--- config.mk ---
export PLATFORM = sky130hd
export DESIGN_NAME = stat_event_engine
export DESIGN_NICKNAME = d
export VERILOG_FILES = /design/src/rtl/stat_evt_pkg.sv /design/src/rtl/stat_evt_fifo.sv /design/src/rtl/stat_cnt_store.sv /design/src/rtl/stat_event_engine.sv
export SDC_FILE = /design/constraint.sdc
export NUM_CORES = 1
export LEC_CHECK = 0
export CAP_MARGIN = 20
export CORE_MARGIN = 2
export CORE_UTILIZATION = 25
export CTS_BUF_LIST = sky130_fd_sc_hd__clkbuf_8
export DETAILED_ROUTE_END_ITERATION = 10
export DONT_BUFFER_PORTS = 1
export GPL_TIMING_DRIVEN = 0
export PLACE_DENSITY = 0.5
export SETUP_SLACK_MARGIN = 0.05
export SLEW_MARGIN = 20
export SYNTH_ARGS = -nofsm -noshare
export SYNTH_HDL_FRONTEND = slang
export SYNTH_SLANG_ARGS = --single-unit
--- constraint.sdc ---
create_clock -name clk -period 4.3 [get_ports clk]
set_input_delay 0.86 -clock clk [delete_from_list [all_inputs] [get_ports clk]]
set_output_delay 0.86 -clock clk [all_outputs]
set_load 0.01 [all_outputs]
--- src/rtl/stat_evt_pkg.sv ---
package stat_evt_pkg;
  typedef enum logic {ENG_FETCH = 1'b0, ENG_UPDATE = 1'b1} eng_state_e;
endpackage

--- src/rtl/stat_evt_fifo.sv ---
// FIFO with several push lanes; lanes are accepted in ascending order while space remains.
module stat_evt_fifo #(
  parameter int W     = 4,
  parameter int DEPTH = 8,
  parameter int NPUSH = 1
) (
  input  logic               clk,
  input  logic               rst_n,
  input  logic [NPUSH-1:0]   push_vld,
  input  logic [NPUSH*W-1:0] push_dat,
  input  logic               pop,
  output logic [W-1:0]       head,
  output logic               empty,
  output logic               drop
);
  localparam int AW = (DEPTH > 1) ? $clog2(DEPTH) : 1;
  localparam logic [AW:0] FULL_LVL = (AW+1)'(DEPTH);

  logic [W-1:0]  mem [DEPTH];
  logic [AW-1:0] wptr, rptr;
  logic [AW:0]   cnt;
  logic [AW:0]   nacc;
  logic [NPUSH-1:0] acc;
  logic [AW-1:0] waddr [NPUSH];
  logic          pop_ok;

  always_comb begin
    logic [AW:0] slot;
    slot = cnt;
    nacc = '0;
    drop = 1'b0;
    for (int i = 0; i < NPUSH; i++) begin
      acc[i]   = 1'b0;
      waddr[i] = wptr + nacc[AW-1:0];
      if (push_vld[i]) begin
        if (slot < FULL_LVL) begin
          acc[i] = 1'b1;
          slot   = slot + 1'b1;
          nacc   = nacc + 1'b1;
        end else begin
          drop = 1'b1;
        end
      end
    end
  end

  assign empty  = (cnt == '0);
  assign pop_ok = pop & ~empty;
  assign head   = mem[rptr];

  always_ff @(posedge clk) begin
    if (!rst_n) begin
      cnt  <= '0;
      wptr <= '0;
      rptr <= '0;
    end else begin
      cnt  <= cnt + nacc - {{AW{1'b0}}, pop_ok};
      wptr <= wptr + nacc[AW-1:0];
      rptr <= rptr + {{(AW-1){1'b0}}, pop_ok};
    end
  end

  always_ff @(posedge clk) begin
    for (int i = 0; i < NPUSH; i++) begin
      if (acc[i]) mem[waddr[i]] <= push_dat[i*W +: W];
    end
  end
endmodule

--- src/rtl/stat_cnt_store.sv ---
// Counter and threshold storage; the engine write wins over a processor clear.
module stat_cnt_store #(
  parameter int NCNT  = 16,
  parameter int CNT_W = 16,
  parameter int IW    = 4
) (
  input  logic             clk,
  input  logic             rst_n,
  input  logic [IW-1:0]    eng_idx,
  input  logic             eng_we,
  input  logic [CNT_W-1:0] eng_val,
  output logic [CNT_W-1:0] eng_old,
  output logic [CNT_W-1:0] eng_lvl,
  output logic             eng_act,
  input  logic [IW-1:0]    cpu_idx,
  input  logic             cpu_clr,
  output logic [CNT_W-1:0] cpu_val,
  input  logic             thr_we,
  input  logic [IW-1:0]    thr_idx,
  input  logic [CNT_W-1:0] thr_level,
  input  logic             thr_act
);
  logic [CNT_W-1:0] cnt_q [NCNT];
  logic [CNT_W-1:0] lvl_q [NCNT];
  logic             act_q [NCNT];

  assign eng_old = cnt_q[eng_idx];
  assign eng_lvl = lvl_q[eng_idx];
  assign eng_act = act_q[eng_idx];
  assign cpu_val = cnt_q[cpu_idx];

  for (genvar g = 0; g < NCNT; g++) begin : g_slot
    always_ff @(posedge clk) begin
      if (!rst_n) begin
        cnt_q[g] <= '0;
        lvl_q[g] <= '0;
        act_q[g] <= 1'b0;
      end else begin
        if (eng_we && eng_idx == IW'(g))       cnt_q[g] <= eng_val;
        else if (cpu_clr && cpu_idx == IW'(g)) cnt_q[g] <= '0;
        if (thr_we && thr_idx == IW'(g)) begin
          lvl_q[g] <= thr_level;
          act_q[g] <= thr_act;
        end
      end
    end
  end
endmodule

--- src/rtl/stat_event_engine.sv ---
module stat_event_engine #(
  parameter int NPROD    = 2,
  parameter int NCNT     = 16,
  parameter int CNT_W    = 16,
  parameter int EQ_DEPTH = 8,
  parameter int IQ_DEPTH = 4,
  parameter int IW       = $clog2(NCNT)
) (
  input  logic                clk,
  input  logic                rst_n,
  input  logic [NPROD-1:0]    ev_valid,
  input  logic [NPROD*IW-1:0] ev_idx,
  input  logic                rd_req,
  input  logic                rd_clr,
  input  logic [IW-1:0]       rd_idx,
  output logic                rd_valid,
  output logic [CNT_W-1:0]    rd_data,
  input  logic                thr_we,
  input  logic [IW-1:0]       thr_idx,
  input  logic [CNT_W-1:0]    thr_level,
  input  logic                thr_act,
  input  logic                iq_pop,
  output logic [IW-1:0]       iq_head,
  output logic                irq,
  output logic                ovf
);
  import stat_evt_pkg::*;

  localparam logic [CNT_W-1:0] CMAX = {CNT_W{1'b1}};

  function automatic logic [CNT_W-1:0] bump(input logic [CNT_W-1:0] v);
    return (v == CMAX) ? v : v + 1'b1;
  endfunction

  function automatic logic crosses(input logic act, input logic [CNT_W-1:0] lvl,
                                   input logic [CNT_W-1:0] wr, input logic [CNT_W-1:0] old,
                                   input logic cleared);
    return act && (wr == lvl) && !(old == CMAX && !cleared);
  endfunction

  eng_state_e       state;
  logic [IW-1:0]    cur_idx;
  logic [IW-1:0]    eq_head;
  logic             eq_empty, eq_drop;
  logic             iq_empty, iq_lost;
  logic [CNT_W-1:0] old_val, new_val, lvl, cpu_val;
  logic             act;

  // named internal events
  logic evt_pop, cnt_wr, clr_hit, thr_hit;

  assign evt_pop = (state == ENG_FETCH) && !eq_empty;
  assign cnt_wr  = (state == ENG_UPDATE);
  assign clr_hit = cnt_wr && rd_req && rd_clr && (rd_idx == cur_idx);
  assign new_val = clr_hit ? CNT_W'(1) : bump(old_val);
  assign thr_hit = cnt_wr && crosses(act, lvl, new_val, old_val, clr_hit);

  stat_evt_fifo #(.W(IW), .DEPTH(EQ_DEPTH), .NPUSH(NPROD)) u_evq (
    .clk(clk), .rst_n(rst_n), .push_vld(ev_valid), .push_dat(ev_idx),
    .pop(evt_pop), .head(eq_head), .empty(eq_empty), .drop(eq_drop));

  stat_evt_fifo #(.W(IW), .DEPTH(IQ_DEPTH), .NPUSH(1)) u_irqq (
    .clk(clk), .rst_n(rst_n), .push_vld(thr_hit), .push_dat(cur_idx),
    .pop(iq_pop), .head(iq_head), .empty(iq_empty), .drop(iq_lost));

  stat_cnt_store #(.NCNT(NCNT), .CNT_W(CNT_W), .IW(IW)) u_store (
    .clk(clk), .rst_n(rst_n),
    .eng_idx(cur_idx), .eng_we(cnt_wr), .eng_val(new_val),
    .eng_old(old_val), .eng_lvl(lvl), .eng_act(act),
    .cpu_idx(rd_idx), .cpu_clr(rd_req && rd_clr), .cpu_val(cpu_val),
    .thr_we(thr_we), .thr_idx(thr_idx), .thr_level(thr_level), .thr_act(thr_act));

  assign irq = !iq_empty;

  always_ff @(posedge clk) begin
    if (!rst_n) begin
      state    <= ENG_FETCH;
      cur_idx  <= '0;
      rd_valid <= 1'b0;
      rd_data  <= '0;
      ovf      <= 1'b0;
    end else begin
      if (evt_pop) begin
        cur_idx <= eq_head;
        state   <= ENG_UPDATE;
      end else if (cnt_wr) begin
        state   <= ENG_FETCH;
      end
      rd_valid <= rd_req;
      if (rd_req) rd_data <= cpu_val;
      if (eq_drop) ovf <= 1'b1;
    end
  end
endmodule

==> metrics.md <==
| Metric | Value |
|---|---|
| Status | `complete, but fails checks` |
| Violated checks | `negative setup slack` |
| GRT Util Overall | `17.0%` |
| Reg2Reg Setup Slack | `-0.61 ns` |
| Comb power frac | `41.1%` |
| Syn nets | `2259` |
| Logic depth of the worst path, buffers included | `21` |
| Synth warn | `0` |
| Die W | `358 um` |
| Internal Pwr Total | `13.2 mW` |
| Critical path's slowest cell | `mux4_2` |
| WL final | `109000 um` |
| Worst-case vdd ir drop | `0.247 mV` |
| HPWL after detailed placement | `75700 um` |
| Top-count cell post-synth | `edfxtp_1` |
| #FFs+latches synth | `616` |
| Switching power total | `8.30 mW` |
| Drt initial violations | `2157` |
| P_leak | `12.9 nW` |
| Max Clk Rate | `204 MHz` |
| Critical Path Fanout Max | `10` |
| Cell family with most CP delay | `simple AND/OR/NAND/NOR gates` |
| Unrepaired setup endpoints after global routing | `true` |
| Data required, critical path | `4.95 ns` |
| Fin crit share | `114%` |
| Global placement routability congestion | `0.954` |
| Synth area leader | `edfxtp_1` |
| Crit end category | `flop` |
| Critical Path AT | `5.57 ns` |
| Final nets | `2460` |
| Length of routed met3 wiring | `9230 um` |
| Max Cap Viol | `0` |
| R2R Path End | `u_irqq.cnt[1]` |
| R2R depth | `21` |
| Main synth FF type | `edfxtp_1` |
| Distinct cells, synth | `81` |
| Slew headroom | `27.9%` |
| PwrDens | `568 mW/mm2` |
| WL met2 | `51700 um` |
| Critical Path Max Stage Delay | `0.53 ns` |
| Clock power share | `24.6%` |
| Period minus WS final | `4.91 ns` |
| Num CTS Buffers | `109` |
| Syn Area/Cell | `14.2 um2` |
| Worst Hold End | `ovf` |
| Per-cell routed wire length | `26.5 um` |
| Antenna violations before repair | `1` |
| Inst Count DP | `3862` |
| DR pass1 iterations | `6` |
| Sw Share | `38.6%` |
| I/O pins | `64` |
| Core Util, Final | `30.5%` |
| Clock latency on the worst-skew pair | `0.77 ns` |
| DRT met1 WL | `45400 um` |
| Vias | `20769` |
| Area growth from synthesis to layout | `21.0%` |
| Share of cells above drive strength 1 | `27.1%` |
| Clock buffer depth | `3` |
| Mapped cell area | `0.0313 mm2` |
| Tightest Hold Check Type | `input port to flop` |
| Crit path cell chain | `buf_12 > buf_16 > buf_16 > buf_16 > buf_12 > buf_16 > buf_8 > mux4_2 > a22oi_1 > nand2_2 > nor4_1 > and3_1 > a31o_2 > o221a_2 > nand4_1 > nor4_4 > buf_4 > and2_4 > ha_4 > fa_1 > and2_1` |
| Grt total ovfl | `0` |
| Die Y | `358 um` |
| Root Driver | `clkbuf_8` |
| Antenna viol nets, final | `0` |
| Core Rows | `129` |
| First-pass GRT wire length | `156000 um` |
| Pre-CTS WS | `-2.18 ns` |
| Top cell type's share of synthesized area | `55.2%` |
| CP Class | `flop to flop` |
| Post-synth top cells | `edfxtp_1 (575), nor2_1 (309), and2_1 (295), mux4_2 (195), clkbuf_1 (111)` |
| Worst-path clk slew | `0.06 ns` |
| CP startpoint kind | `flop` |
| Final WS setup | `-0.614 ns` |
| Highest routed metal layer | `met4` |
| Sequential element share of the synthesized area | `57.8%` |
| CP Buf/Inv Count | `8` |
| Total power | `21.5 mW` |
| Starting Density | `25.2%` |
| DIE AREA | `0.128 mm2` |
| Part of the power in registers | `34.3%` |
| CTS tree | `built` |
| Top post-synthesis cells by area | `edfxtp_1 (55%), mux4_2 (14%), and2_1 (5.9%)` |
| Setup Viol. Count Final | `21` |
| Min-delay src | `ev_valid[1]` |
| Hold Path Depth | `2` |
| CTS Sinks | `616` |
| H-tree depth | `3` |
| Worst Max-Slew Pin Slew | `1.08 ns` |
| FFs w/ async S/R, synth | `0%` |
| Synth Instances | `2198` |
| Post-synth EDFFs | `575` |
| Final Hold Fails | `0` |
| RR Startpoint | `cur_idx[0]` |
| I/O Buffers | `0` |
| Final-layout fill cell count | `12467` |
| Hold_buf cts | `0` |
| Post-DR vias/cell | `5.03` |
| Top cell by count, worst path | `buf_16` |
| Pin count of the biggest net entering global routing | `18` |
| Vias in the first global route | `21007` |
| CORE AREA | `0.124 mm2` |
| DR DRC count | `0` |
| Max-slew violations | `0` |
| Non-filler instance count after layout | `4125` |
| Final Skew | `0.0376 ns` |
==> state kept, by name (all words and copies together), names as in the netlist <==
| register | count |
|---|---|
| u_irqq.wptr | 2 |
| rd_data | 16 |
| u_store.lvl_q | 256 |
| u_store.act_q | 16 |
| u_evq.cnt | 4 |
| u_evq.rptr | 3 |
| rd_valid | 1 |
| cur_idx | 4 |
| u_irqq.cnt | 3 |
| u_store.cnt_q | 256 |
| u_evq.wptr | 3 |
| u_irqq.mem | 16 |
| cnt_wr | 1 |
| ovf | 1 |
| u_irqq.rptr | 2 |
| u_evq.mem | 32 |
==> timing repair <==
item / CTS / global route
pin swaps: 31 / 17
endpoints found under the hold margin: 0 / 0
gates cloned: 1 / 0
setup endpoints to repair: 369 / 183
resized for setup: 134 / 38
setup buffers: 45 / 24
==> cell type report <==
cell class	instances	area [um2]	share of cell area [%]
well taps	1637	2050	5.41
flip-flops and latches	616	18100	47.8
plain buffers	158	1100	2.91
clock buffers	117	1610	4.25
repair buffers	96	1330	3.52
diodes	1	2.50	0.00661
clock inverters	82	460	1.22
inverters	22	82.6	0.218
multi-input cells	1396	13100	34.7
==> layer usage <==
layer  global-route usage [%]  vias up
met5                        0        -
met4                     4.60        0
met3                     4.11      193
met2                     27.7      983
met1                     22.6    10747
li1                         -     8846
==> cells in the final DEF (no fill, tap or decap), types with 7 or more instances in the layout <==
master / Yosys / layout
edfxtp_1: 575 / 575
nor2_1: 309 / 304
and2_1: 295 / 293
mux4_2: 195 / 203
clkbuf_8: 0 / 117
clkbuf_1: 111 / 90
nand2_1: 95 / 87
inv_1: 21 / 67
buf_4: 12 / 66
mux2_2: 41 / 40
mux2i_1: 45 / 39
dfxtp_1: 41 / 37
buf_16: 0 / 32
nand3_1: 30 / 29
nor2b_1: 25 / 25
a21oi_1: 24 / 22
nor3_1: 26 / 21
nand4_1: 18 / 18
mux4_1: 25 / 17
o21ai_4: 0 / 16
o221ai_4: 0 / 16
buf_6: 10 / 15
clkbuf_2: 0 / 14
ha_1: 17 / 14
buf_12: 5 / 13
buf_2: 20 / 13
clkinv_1: 0 / 13
a22oi_2: 3 / 12
a22oi_1: 21 / 12
xnor2_1: 12 / 12
clkinv_2: 0 / 12
xor2_1: 11 / 11
a22o_1: 11 / 10
o211ai_1: 10 / 10
nand2b_1: 10 / 9
nand2_2: 2 / 8
o21ai_0: 25 / 8
buf_8: 1 / 7
and4_1: 8 / 7
or3_1: 8 / 7
==> kinds of logic (layout without fill, tap and decap cells) <==
logic type	count (synthesis)	after routing	synth area share, %
xor gates and xnor gates	23	23	0.644
AOI/OAI and AO/OA	174	174	4.19
adders and majority gates	20	20	0.872
DFF	616	616	57.8
buffers and inverters	186	475	2.99
other	0	1	0
and+or+nand+nor	873	873	14.5
muxes	306	306	19.0
==> worst reg2reg max path, stage by stage (launching register included) <==
cell and delay (ns):
dfxtp_4 0.37, buf_12 0.12, buf_16 0.12, buf_16 0.13, buf_16 0.13, buf_12 0.14, buf_16 0.18, buf_8 0.21
mux4_2 0.54, a22oi_1 0.31, nand2_2 0.22, nor4_1 0.32, and3_1 0.19, a31o_2 0.17, o221a_2 0.20, nand4_1 0.15
nor4_4 0.30, buf_4 0.18, and2_4 0.16, ha_4 0.13, fa_1 0.41, and2_1 0.15
==> how the worst max path moves through the flow <==
stage	startpoint	endpoint	slack [ns]
3_5_place_dp	cur_idx[1]	u_irqq.cnt[1]	-2.18
5_1_grt	cur_idx[0]	u_irqq.cnt[1]	-0.66
6_report	cur_idx[0]	u_irqq.cnt[1]	-0.61
4_1_cts	cur_idx[0]	u_irqq.cnt[1]	-0.51
2_1_floorplan	cur_idx[0]	u_irqq.cnt[1]	-0.02
3_3_place_gp	cur_idx[1]	u_irqq.cnt[1]	-2.13
==> per-stage QoR <==
stage | area [um2] | hold WS, ns | TNS (ns)
final | 37900 | 0.257 | -10.30
after global routing | 37900 | 0.230 | -11.20
after CTS | 37600 | 0.199 | -7.09
after detailed placement | 34600 | 0.465 | -210.21
after global placement | 33400 | 0.470 | -571.81
after floorplan | 31300 | 0.442 | -0.0195
==> power by group through the flow <==
stage | Sequential [mW] | Combinational, mW | Clock [mW]
final | 7.37 | 8.83 | 5.30
after global routing | 7.42 | 9.27 | 5.64
after CTS | 7.38 | 8.47 | 5.40
after detailed placement | 7.50 | 7.66 | 0
after global placement | 7.52 | 7.43 | 0
after floorplan | 7.38 | 4.87 | 0
No activity file was read; power rests on OpenSTA's default activity.
